### src/rtl/bpa_pkg.sv
package bpa_pkg;
   localparam int unsigned SRC_COUNT = 4;
   localparam int unsigned SRC_HOLD  = 0;
   localparam int unsigned SRC_DMA   = 1;
   localparam int unsigned SRC_OPND  = 2;
   localparam int unsigned SRC_FETCH = 3;
   typedef logic [SRC_COUNT-1:0] src_vec_t;
endpackage

### src/rtl/bpa_window_mask.sv
module bpa_window_mask #(
   parameter int unsigned WIDTH = 4,
   parameter logic [WIDTH-1:0] BLOCK = '0
) (
   input  logic [WIDTH-1:0] req_in,
   input  logic             window,
   output logic [WIDTH-1:0] req_out
);
   if (WIDTH < 2) begin : g_bad_width
      $error("bpa_window_mask: WIDTH must be at least 2");
   end

   for (genvar i = 0; i < WIDTH; i++) begin : g_bit
      if (BLOCK[i]) begin : g_gated
         assign req_out[i] = req_in[i] & ~window;
      end else begin : g_pass
         assign req_out[i] = req_in[i];
      end
   end
endmodule

### src/rtl/bpa_fixed_prio.sv
module bpa_fixed_prio #(
   parameter int unsigned WIDTH = 4
) (
   input  logic [WIDTH-1:0] req,
   output logic [WIDTH-1:0] pick
);
   if (WIDTH < 2) begin : g_bad_width
      $error("bpa_fixed_prio: WIDTH must be at least 2");
   end

   // lowest index wins
   always_comb begin
      logic taken;
      taken = 1'b0;
      pick  = '0;
      for (int i = 0; i < WIDTH; i++) begin
         pick[i] = req[i] & ~taken;
         taken   = taken | req[i];
      end
   end
endmodule

### src/rtl/bpa_grant_ctl.sv
module bpa_grant_ctl #(
   parameter int unsigned WIDTH    = 4,
   parameter int unsigned HOLD_IDX = 0
) (
   input  logic             clk,
   input  logic             rst_n,
   input  logic [WIDTH-1:0] pick,
   input  logic             hold_req,
   input  logic             cyc_done,
   output logic [WIDTH-1:0] grant_q
);
   if (HOLD_IDX >= WIDTH) begin : g_bad_idx
      $error("bpa_grant_ctl: HOLD_IDX out of range");
   end

   logic on_hold;
   logic busy;
   logic decide;

   assign on_hold = grant_q[HOLD_IDX];
   assign busy    = |grant_q;
   assign decide  = !busy || (on_hold ? !hold_req : cyc_done);

   always_ff @(posedge clk) begin
      if (!rst_n) begin
         grant_q <= '0;
      end else if (decide) begin
         grant_q <= pick;
      end
   end

   assert_no_preempt_R4: assert property (@(posedge clk) disable iff (!rst_n)
      (busy && !on_hold && !cyc_done) |=> $stable(grant_q));

   assert_hold_kept_R7: assert property (@(posedge clk) disable iff (!rst_n)
      (on_hold && hold_req) |=> grant_q[HOLD_IDX]);
endmodule

### src/rtl/bus_prio_arb.sv
module bus_prio_arb
   import bpa_pkg::*;
#(
   parameter src_vec_t WINDOW_BLOCK = src_vec_t'(4'b0011)
) (
   input  logic       clk,
   input  logic       rst_n,
   input  logic       hold_req,
   input  logic       dma_req,
   input  logic       opnd_req,
   input  logic       fetch_req,
   input  logic       cpu_lock,
   input  logic       rmw_busy,
   input  logic       cyc_done,
   output logic [3:0] grant,
   output logic       hold_ack,
   output logic       idle
);
   localparam int unsigned W = SRC_COUNT;

   if (W != 4) begin : g_bad_count
      $error("bus_prio_arb: exactly four sources expected");
   end
   if (WINDOW_BLOCK[SRC_FETCH] || WINDOW_BLOCK[SRC_OPND]) begin : g_bad_mask
      $error("bus_prio_arb: CPU sources must stay open inside a window");
   end

   src_vec_t req_raw;
   src_vec_t req_open;
   src_vec_t pick;
   src_vec_t grant_q;
   logic     window;

   assign req_raw[SRC_HOLD]  = hold_req;
   assign req_raw[SRC_DMA]   = dma_req;
   assign req_raw[SRC_OPND]  = opnd_req;
   assign req_raw[SRC_FETCH] = fetch_req;
   assign window = cpu_lock | rmw_busy;

   bpa_window_mask #(.WIDTH(W), .BLOCK(WINDOW_BLOCK)) u_mask (
      .req_in (req_raw),
      .window (window),
      .req_out(req_open)
   );

   bpa_fixed_prio #(.WIDTH(W)) u_prio (
      .req (req_open),
      .pick(pick)
   );

   bpa_grant_ctl #(.WIDTH(W), .HOLD_IDX(SRC_HOLD)) u_ctl (
      .clk     (clk),
      .rst_n   (rst_n),
      .pick    (pick),
      .hold_req(hold_req),
      .cyc_done(cyc_done),
      .grant_q (grant_q)
   );

   assign grant    = grant_q;
   assign hold_ack = grant_q[SRC_HOLD];
   assign idle     = ~|grant_q;

   logic at_decision;
   assign at_decision = (grant == 4'b0000) ||
                        (grant[0] && !hold_req) ||
                        (!grant[0] && cyc_done);

   assert_onehot_R1: assert property (@(posedge clk) disable iff (!rst_n)
      $onehot0(grant));

   assert_hold_first_R2: assert property (@(posedge clk) disable iff (!rst_n)
      (at_decision && hold_req && !cpu_lock && !rmw_busy) |=> grant == 4'b0001);

   assert_dma_second_R2: assert property (@(posedge clk) disable iff (!rst_n)
      (at_decision && !hold_req && dma_req && !cpu_lock && !rmw_busy) |=> grant == 4'b0010);

   assert_window_block_R5: assert property (@(posedge clk) disable iff (!rst_n)
      ((cpu_lock || rmw_busy) && grant[1:0] == 2'b00) |=> grant[1:0] == 2'b00);

   assert_fetch_slot_R6: assert property (@(posedge clk) disable iff (!rst_n)
      (at_decision && (cpu_lock || rmw_busy) && fetch_req && !opnd_req) |=> grant == 4'b1000);

   assert_idle_R8: assert property (@(posedge clk) disable iff (!rst_n)
      (at_decision && !hold_req && !dma_req && !opnd_req && !fetch_req) |=> idle);
endmodule

### config.mk
export PLATFORM = sky130hd
export DESIGN_NAME = bus_prio_arb
export DESIGN_NICKNAME = d
export VERILOG_FILES = /design/src/rtl/bpa_pkg.sv /design/src/rtl/bpa_window_mask.sv /design/src/rtl/bpa_fixed_prio.sv /design/src/rtl/bpa_grant_ctl.sv /design/src/rtl/bus_prio_arb.sv
export SDC_FILE = /design/constraint.sdc
export NUM_CORES = 1
export LEC_CHECK = 0
export CAP_MARGIN = 20
export CORE_AREA = 8 8 45 47
export CTS_CLUSTER_DIAMETER = 150
export CTS_CLUSTER_SIZE = 24
export DETAILED_ROUTE_END_ITERATION = 10
export DIE_AREA = 0 0 53 55
export DONT_BUFFER_PORTS = 1
export PLACE_DENSITY = 0.3
export SETUP_SLACK_MARGIN = 0.3
export SKIP_LAST_GASP = 1
export SLEW_MARGIN = 20
export SYNTH_ARGS = -nofsm -noshare
export SYNTH_HDL_FRONTEND = slang
export SYNTH_SLANG_ARGS = --single-unit
### constraint.sdc
create_clock -name clk -period 1.43 [get_ports clk]
set_clock_uncertainty 0.2 [all_clocks]
set_input_delay 0 -clock clk [delete_from_list [all_inputs] [get_ports clk]]
set_output_delay 0 -clock clk [all_outputs]
set_load 0.01 [all_outputs]
==> reports/metrics.csv, run 1 <==
metric;value;unit
status;completed;
worst min-delay path class;primary input to register;
WP data arrival;1.03;ns
TritonCTS clock tree;done;
Worst-path clk slew;0.04;ns
CP Capture Type;output pin;
crit path launch type;register;
DR WL/cell;14.8;um
worst skew pair latency;0.24;ns
Synth Area per Inst;7.82;um^2
Place WS;0.220;ns
die area;2920;um^2
die height;55;um
NumNets Final;50;
Critical Path RT;1.23;ns
Reg with most FFs;u_ctl.grant_q;
Root Driver;clkbuf_4;
share of layout cells above drive strength 1;28.2;%
Leak;0.136;nW
largest net degree at the start of global routing;10;
top-level port count;15;
dominant cell type by area after synthesis;dfxtp_1;
sequential area share after synthesis;36.6;%
Die X;53;um
Placement Rows;14;
Final HPWL DP;579;um
vias in the first global route;251;
period utilization;86.4;%
grt total ovfl;0;
Least-Margin Pin Slew;0.266;ns
Distinct cells, synth;17;
GR peak layer;met2;
RSZ-0062 raised after global routing;yes;
critical path peak fanout;4;
Routed Antenna Nets;0;
peak supply drop;0.290;mV
fin util;27.8;%
synthesized area;219;um^2
via count;258;
CTS Buf Count;3;
Crit Path Category;register to output pin;
Regs by FF count;u_ctl.grant_q (4);
Power Dens Cells;931;nW/um^2
top post-synthesis cells by area;dfxtp_1, nand2_1, nor2_1;
placed cells;44;
Worst path slowest cell;dfxtp_4;
H-tree levels;1;
Synth Net Count;37;
Tot Pwr;359;uW
Max Clock Freq;810;MHz
GPL Wtd Cong;0.655;
max cap viols;0;
DRC;0;
max-slew violations;0;
final hold violation count;0;
r2r setup slk;0.25;ns
CP max stage delay;0.37;ns
global-route wire length before repair;1.30;mm
DRT Pass-1 Iters;2;
Initial Util;15.8;%
Post-Syn Instances;28;
Final Cell Area;385;um^2
CTS sink cnt;4;
Setup-failing EPs final;0;
P&R area growth vs syn;76.0;%
final hold slack;0.283;ns
Inserted Diodes;0;
initial antenna violation count;0;
synthesized flop and latch total;4;
Yosys warnings;0;
Slew headroom;82.3;%
grt met2 use;8.20;%
Placed Area;251;um^2
GRT met3 Usage;4.28;%
Longest Clk Path Bufs;2;
WL final;815;um
Setup TNS Final;0;ns
routed vias/inst;4.69;
Core ar.;1380;um^2
PortBufs;0;
fin cells;55;
minimum clock period;1.23;ns
Initial DRC Count;3;
max reg flops;4;
cells along the critical path;nor4_4, buf_4;
share of the synthesized area in the top cell type;36.6;%
met1 Track Usage GR;7.14;%
GRT Overall Usage;6.56;%
Final WS setup;0.195;ns
## layout by cell type (no fill, tap or decap), drive strengths merged
master | Yosys | final
nor2b | 1 | 1
nand3b | 1 | 1
a21oi | 1 | 1
dfxtp | 4 | 4
nor2 | 4 | 4
nor4 | 1 | 1
nor3 | 1 | 1
o311ai | 1 | 1
o21ai | 2 | 2
o32ai | 1 | 1
buf | 1 | 1
clkbuf | 0 | 3
and2 | 1 | 1
a21boi | 1 | 1
dlygate4sd3 | 0 | 8
inv | 1 | 1
o22ai | 2 | 2
nand2 | 4 | 4
a2bb2oi | 1 | 1
## final cells by class
type	instances	area, um^2
multi-input cells	22	156
well taps	16	20.0
inverters	1	3.75
clock buffers	3	22.5
fillers	158	998
flip-flops and latches	4	95.1
repair buffers	9	87.6
## layer usage
| layer | vias to the layer above | routed length, um |
|---|---|---|
| met5 | - | 0 |
| met4 | 0 | 10 |
| met3 | 2 | 89 |
| met2 | 11 | 346 |
| met1 | 119 | 369 |
| li1 | 126 | - |
## synth_stat cells
cell,number
a2bb2oi_1,1
nor2_1,4
nor3_2,1
buf_4,1
dfxtp_1,4
o21ai_0,2
and2_1,1
a21oi_1,1
o32ai_1,1
nand2_1,4
nor4_1,1
nor2b_1,1
nand3b_1,1
o311ai_1,1
a21boi_1,1
o22ai_1,2
inv_1,1
## logic make-up (layout without fill, tap and decap cells)
group	after synthesis	in the layout	share of synthesized area, %
compound gates	9	9	28.0
simple gates	13	13	30.3
flops	4	4	36.6
buf+inv	2	13	5.14
## worst max-delay path: cells and delay by family (launching register included)
kind / cells / cell delay (ns)
and+or+nand+nor: 1 / 0.27
DFF: 1 / 0.37
buffers and inverters: 1 / 0.16
## path summary, 6_finish.rpt
check / from / endpoint / depth (start not counted)
worst min register to register: u_ctl.grant_q[2] / u_ctl.grant_q[2] / 2
worst max register to register: u_ctl.grant_q[3] / u_ctl.grant_q[2] / 3
worst max-delay path: u_ctl.grant_q[1] / idle / 2
worst min-delay path: opnd_req / u_ctl.grant_q[2] / 3
## power breakdown
| part | internal, mW | total, mW | switching (mW) |
|---|---|---|---|
| sequential | 0.116 | 0.134 | 0.0182 |
| combinational | 0.0443 | 0.0745 | 0.0302 |
| clock | 0.0946 | 0.150 | 0.0558 |
## what timing repair did
item,in CTS,in global routing
gates resized for setup,2,6
endpoints found under the setup margin,5,5
cloned,0,0
pin swaps,0,2
setup buffers,0,0
endpoints found under the hold margin,4,0
hold buffers,8,0
Power figures use the tool's default switching activity.
==> run 2, diff against run 1 <==
--- a/config.mk
+++ b/config.mk
@@ -5,6 +5,7 @@
 export SDC_FILE = /design/constraint.sdc
 export NUM_CORES = 1
 export LEC_CHECK = 0
+export ABC_AREA = 1
 export CAP_MARGIN = 20
 export CORE_AREA = 8 8 45 47
 export CTS_CLUSTER_DIAMETER = 150
==> run 2 against run 1 <==
Die area did not move. Area after synthesis fell by 8.6%. Register-to-register slack gained 0.04 ns. Via count decreased by 8.9%. Combinational power decreased by 8.5%. First-iteration DRC count increased by 67%. Non-clock buffer count fell by 1. Global-route usage fell by 0.93 points. Worst setup slack improved by 0.098 ns. Final area down 3.2%. Clock power shrank 7%. Critical path type is now register to register.
==> reports/metrics.csv, run 2 <==
metric;value;unit;change
status;completed;;
worst r2r dst;u_ctl.grant_q[2];;
Least-Margin Pin Slew;0.187;ns;-0.0791 ns
routed vias/inst;4.20;;-11%
via count;235;;-8.9%
number of flops mapped to enable cells by yosys;0;;unchanged
register area;87.6;um^2;-7.9%
WL final;681;um;-16%
multiplexer area fraction after synthesis;0;%;unchanged
dominant cell type by area after synthesis;dfxtp_1;;
xor and xnor area share after synthesis;0;%;unchanged
worst skew pair latency;0.23;ns;about the same
H-tree levels;1;;unchanged
P&R area growth vs syn;86.3;%;
Layout fillers;158;;unchanged
Initial DRC Count;5;;+2
Synth Area in Compound Gates;16.9;%;-11 points
Synth Area in Adders;0;%;unchanged
initial antenna violation count;0;;unchanged
DR WL/cell;12.2;um;-18%
Max Clock Freq;879;MHz;+8.6%
Crit Path Category;register to register;;
internal power;244;uW;-4.0%
Synth Area per Inst;6.67;um^2;-15%
Post-Syn Instances;30;;+7.1%
most common cell after layout, fill and taps aside;dlygate4sd3_1;;
global-route wire length before repair;1.08;mm;-17%
critical path peak fanout;5;;+1
Leak;0.156;nW;+14%
Inserted Diodes;0;;unchanged
Hold Crit Start;hold_req;;
Die X;53;um;unchanged
max cap viols;0;;unchanged
share of layout cells above drive strength 1;42.5;%;+14 points
Post-synth top flop;dfxtp_1;;
Critical Path RT;1.40;ns;+0.17 ns
period utilization;79.5;%;-6.8 points
switch share;27.8;%;-1.3 points
CP Capture Type;register;;
Distinct cells, synth;10;;-7
grt total ovfl;0;;unchanged
most frequent cells in the layout;dlygate4sd3_1, nand2_1;;
GRT Overall Usage;5.63;%;-0.93 points
Longest Clk Path Bufs;2;;unchanged
Multi-input gate area;151;um^2;-3.2%
worst reg2reg path startpoint;u_ctl.grant_q[0];;
DRT Pass-1 Iters;2;;unchanged
Core ar.;1380;um^2;unchanged
crit path launch type;register;;
share of the synthesized area in the top cell type;40.0;%;+3.4 points
final hold violation count;0;;unchanged
top post-synthesis cells by area;dfxtp_1, nand2_1, a21oi_1;;
Flop pwr share;38.5;%;+1.2 points
net switching power;93.9;uW;-9.9%
CTS sink cnt;4;;unchanged
synthesized area;200;um^2;-8.6%
minimum clock period;1.14;ns;-0.0976 ns
Setup TNS Final;0;ns;unchanged
Setup-failing EPs final;0;;unchanged
Reg2Reg Depth;5;;+2
peak supply drop;0.209;mV;-28%
Worst-path clk slew;0.04;ns;about the same
Comb pwr share;20.2;%;-0.6 points
max reg flops;4;;unchanged
Yosys warnings;0;;unchanged
Placement Rows;14;;unchanged
die height;55;um;unchanged
Synth Net Count;39;;+5.4%
worst min-delay path class;primary input to register;;
Reg with most FFs;u_ctl.grant_q;;
Root Driver;clkbuf_4;;
top-level port count;15;;unchanged
WP data arrival;1.10;ns;+0.07 ns
PortBufs;0;;unchanged
synthesized flop and latch total;4;;unchanged
die area;2920;um^2;unchanged
sequential area share after synthesis;40.0;%;+3.4 points
post-synthesis async set-or-reset flop share;0;%;unchanged
Placed Area;214;um^2;-15%
CP endpoint;u_ctl.grant_q[2];;
TritonCTS clock tree;done;;
RSZ-0062 raised after global routing;yes;;
Post-Synth Simple-Gate Area;33.8;%;+3.5 points
r2r setup slk;0.29;ns;+0.04 ns
DRC;0;;unchanged
Routed Antenna Nets;0;;unchanged
Initial Util;14.5;%;-1.4 points
synth cell count leaders;nand2_1, nor2_1, a21oi_1, dfxtp_1, nand3_1;;
Regs by FF count;u_ctl.grant_q (4);;
Clk network pwr share;41.3;%;-0.6 points
Slew headroom;87.5;%;+5.2 points
Final Cell Area;373;um^2;-3.2%
NumNets Final;51;;+2.0%
largest family of logic cells by synthesized area;simple AND/OR/NAND/NOR gates;;
GPL Wtd Cong;0.669;;+2.1%
top-count cell post-synth;nand2_1;;
largest net degree at the start of global routing;6;;-4
Power Dens Cells;907;nW/um^2;-2.6%
worst setup path startpoint;u_ctl.grant_q[0];;
CTS Buf Count;3;;unchanged
max-slew violations;0;;unchanged
vias in the first global route;242;;-3.6%
run 2: cell types whose count changed after synthesis, moves of 2 or more:
cell,delta
inv_1,+2
nand3_1,+4
nand2_1,+2
a21oi_1,+3
o22ai_1,-2
run 2: logic make-up (layout without fill, tap and decap cells):
logic type / Yosys count / count (layout)
and+or+nand+nor: 16 / 16
AOI/OAI and AO/OA: 6 / 6
buffers and inverters: 4 / 14
DFF: 4 / 4
run 2: power by group through the flow:
| stage | clock, mW | combinational [mW] | sequential (mW) |
|---|---|---|---|
| after floorplan | 0 | 0.0305 | 0.127 |
| after global placement | 0 | 0.0340 | 0.130 |
| after detailed placement | 0 | 0.0337 | 0.130 |
| after CTS | 0.148 | 0.0530 | 0.128 |
| after global routing | 0.155 | 0.0748 | 0.132 |
| final | 0.140 | 0.0682 | 0.130 |
run 2: critical path, stage by stage, from the launching register on:
cell,delay [ns]
dfxtp_4,0.39
nor2_4,0.09
nand2_2,0.09
nand2_4,0.10
nand3_2,0.07
a21oi_2,0.13
run 2: layer usage:
layer | vias to the layer above | track usage, % | wire (um)
met5 | - | 0 | 0
met4 | 0 | 10.3 | 18
met3 | 2 | 2.94 | 75
met2 | 13 | 5.66 | 325
met1 | 103 | 5.94 | 261
li1 | 117 | - | -
run 2: through the flow:
step / hold slack (ns) / setup WS (ns) / utilization, % / std cells / total power, mW
6_report: 0.291 / 0.293 / 26.9 / 56 / 0.338
5_1_grt: 0.323 / 0.236 / 26.9 / 56 / 0.362
3_5_place_dp: -0.0345 / 0.238 / 15.5 / 45 / 0.164
3_3_place_gp: -0.0237 / 0.224 / 15.5 / 45 / 0.164
2_1_floorplan: -0.0473 / 0.365 / - / 30 / 0.158
4_1_cts: 0.278 / 0.293 / 24.0 / 56 / 0.329
run 2: repair_timing:
| action | in CTS | in global routing |
|---|---|---|
| pin swaps | 2 | 5 |
| buffers inserted | 0 | 0 |
| endpoints found under the setup margin | 5 | 5 |
| resized for setup | 5 | 11 |
| hold endpoints to repair | 4 | 0 |
| hold buffers | 8 | 0 |
run 2: how the worst min path moves through the flow:
stage | to | cells past startpoint
4_1_cts | u_ctl.grant_q[1] | 4
2_1_floorplan | u_ctl.grant_q[0] | 2
3_3_place_gp | u_ctl.grant_q[0] | 2
3_5_place_dp | u_ctl.grant_q[0] | 2
6_report | u_ctl.grant_q[1] | 4
5_1_grt | u_ctl.grant_q[1] | 4
run 2: final cells by class:
class	count	area share, %
Inverter	3	3.02
Timing Repair Buffer	8	21.5
Clock buffer	3	6.04
Multi-Input combinational cell	22	40.6
Sequential cell	4	23.5
Tap cell	16	5.37
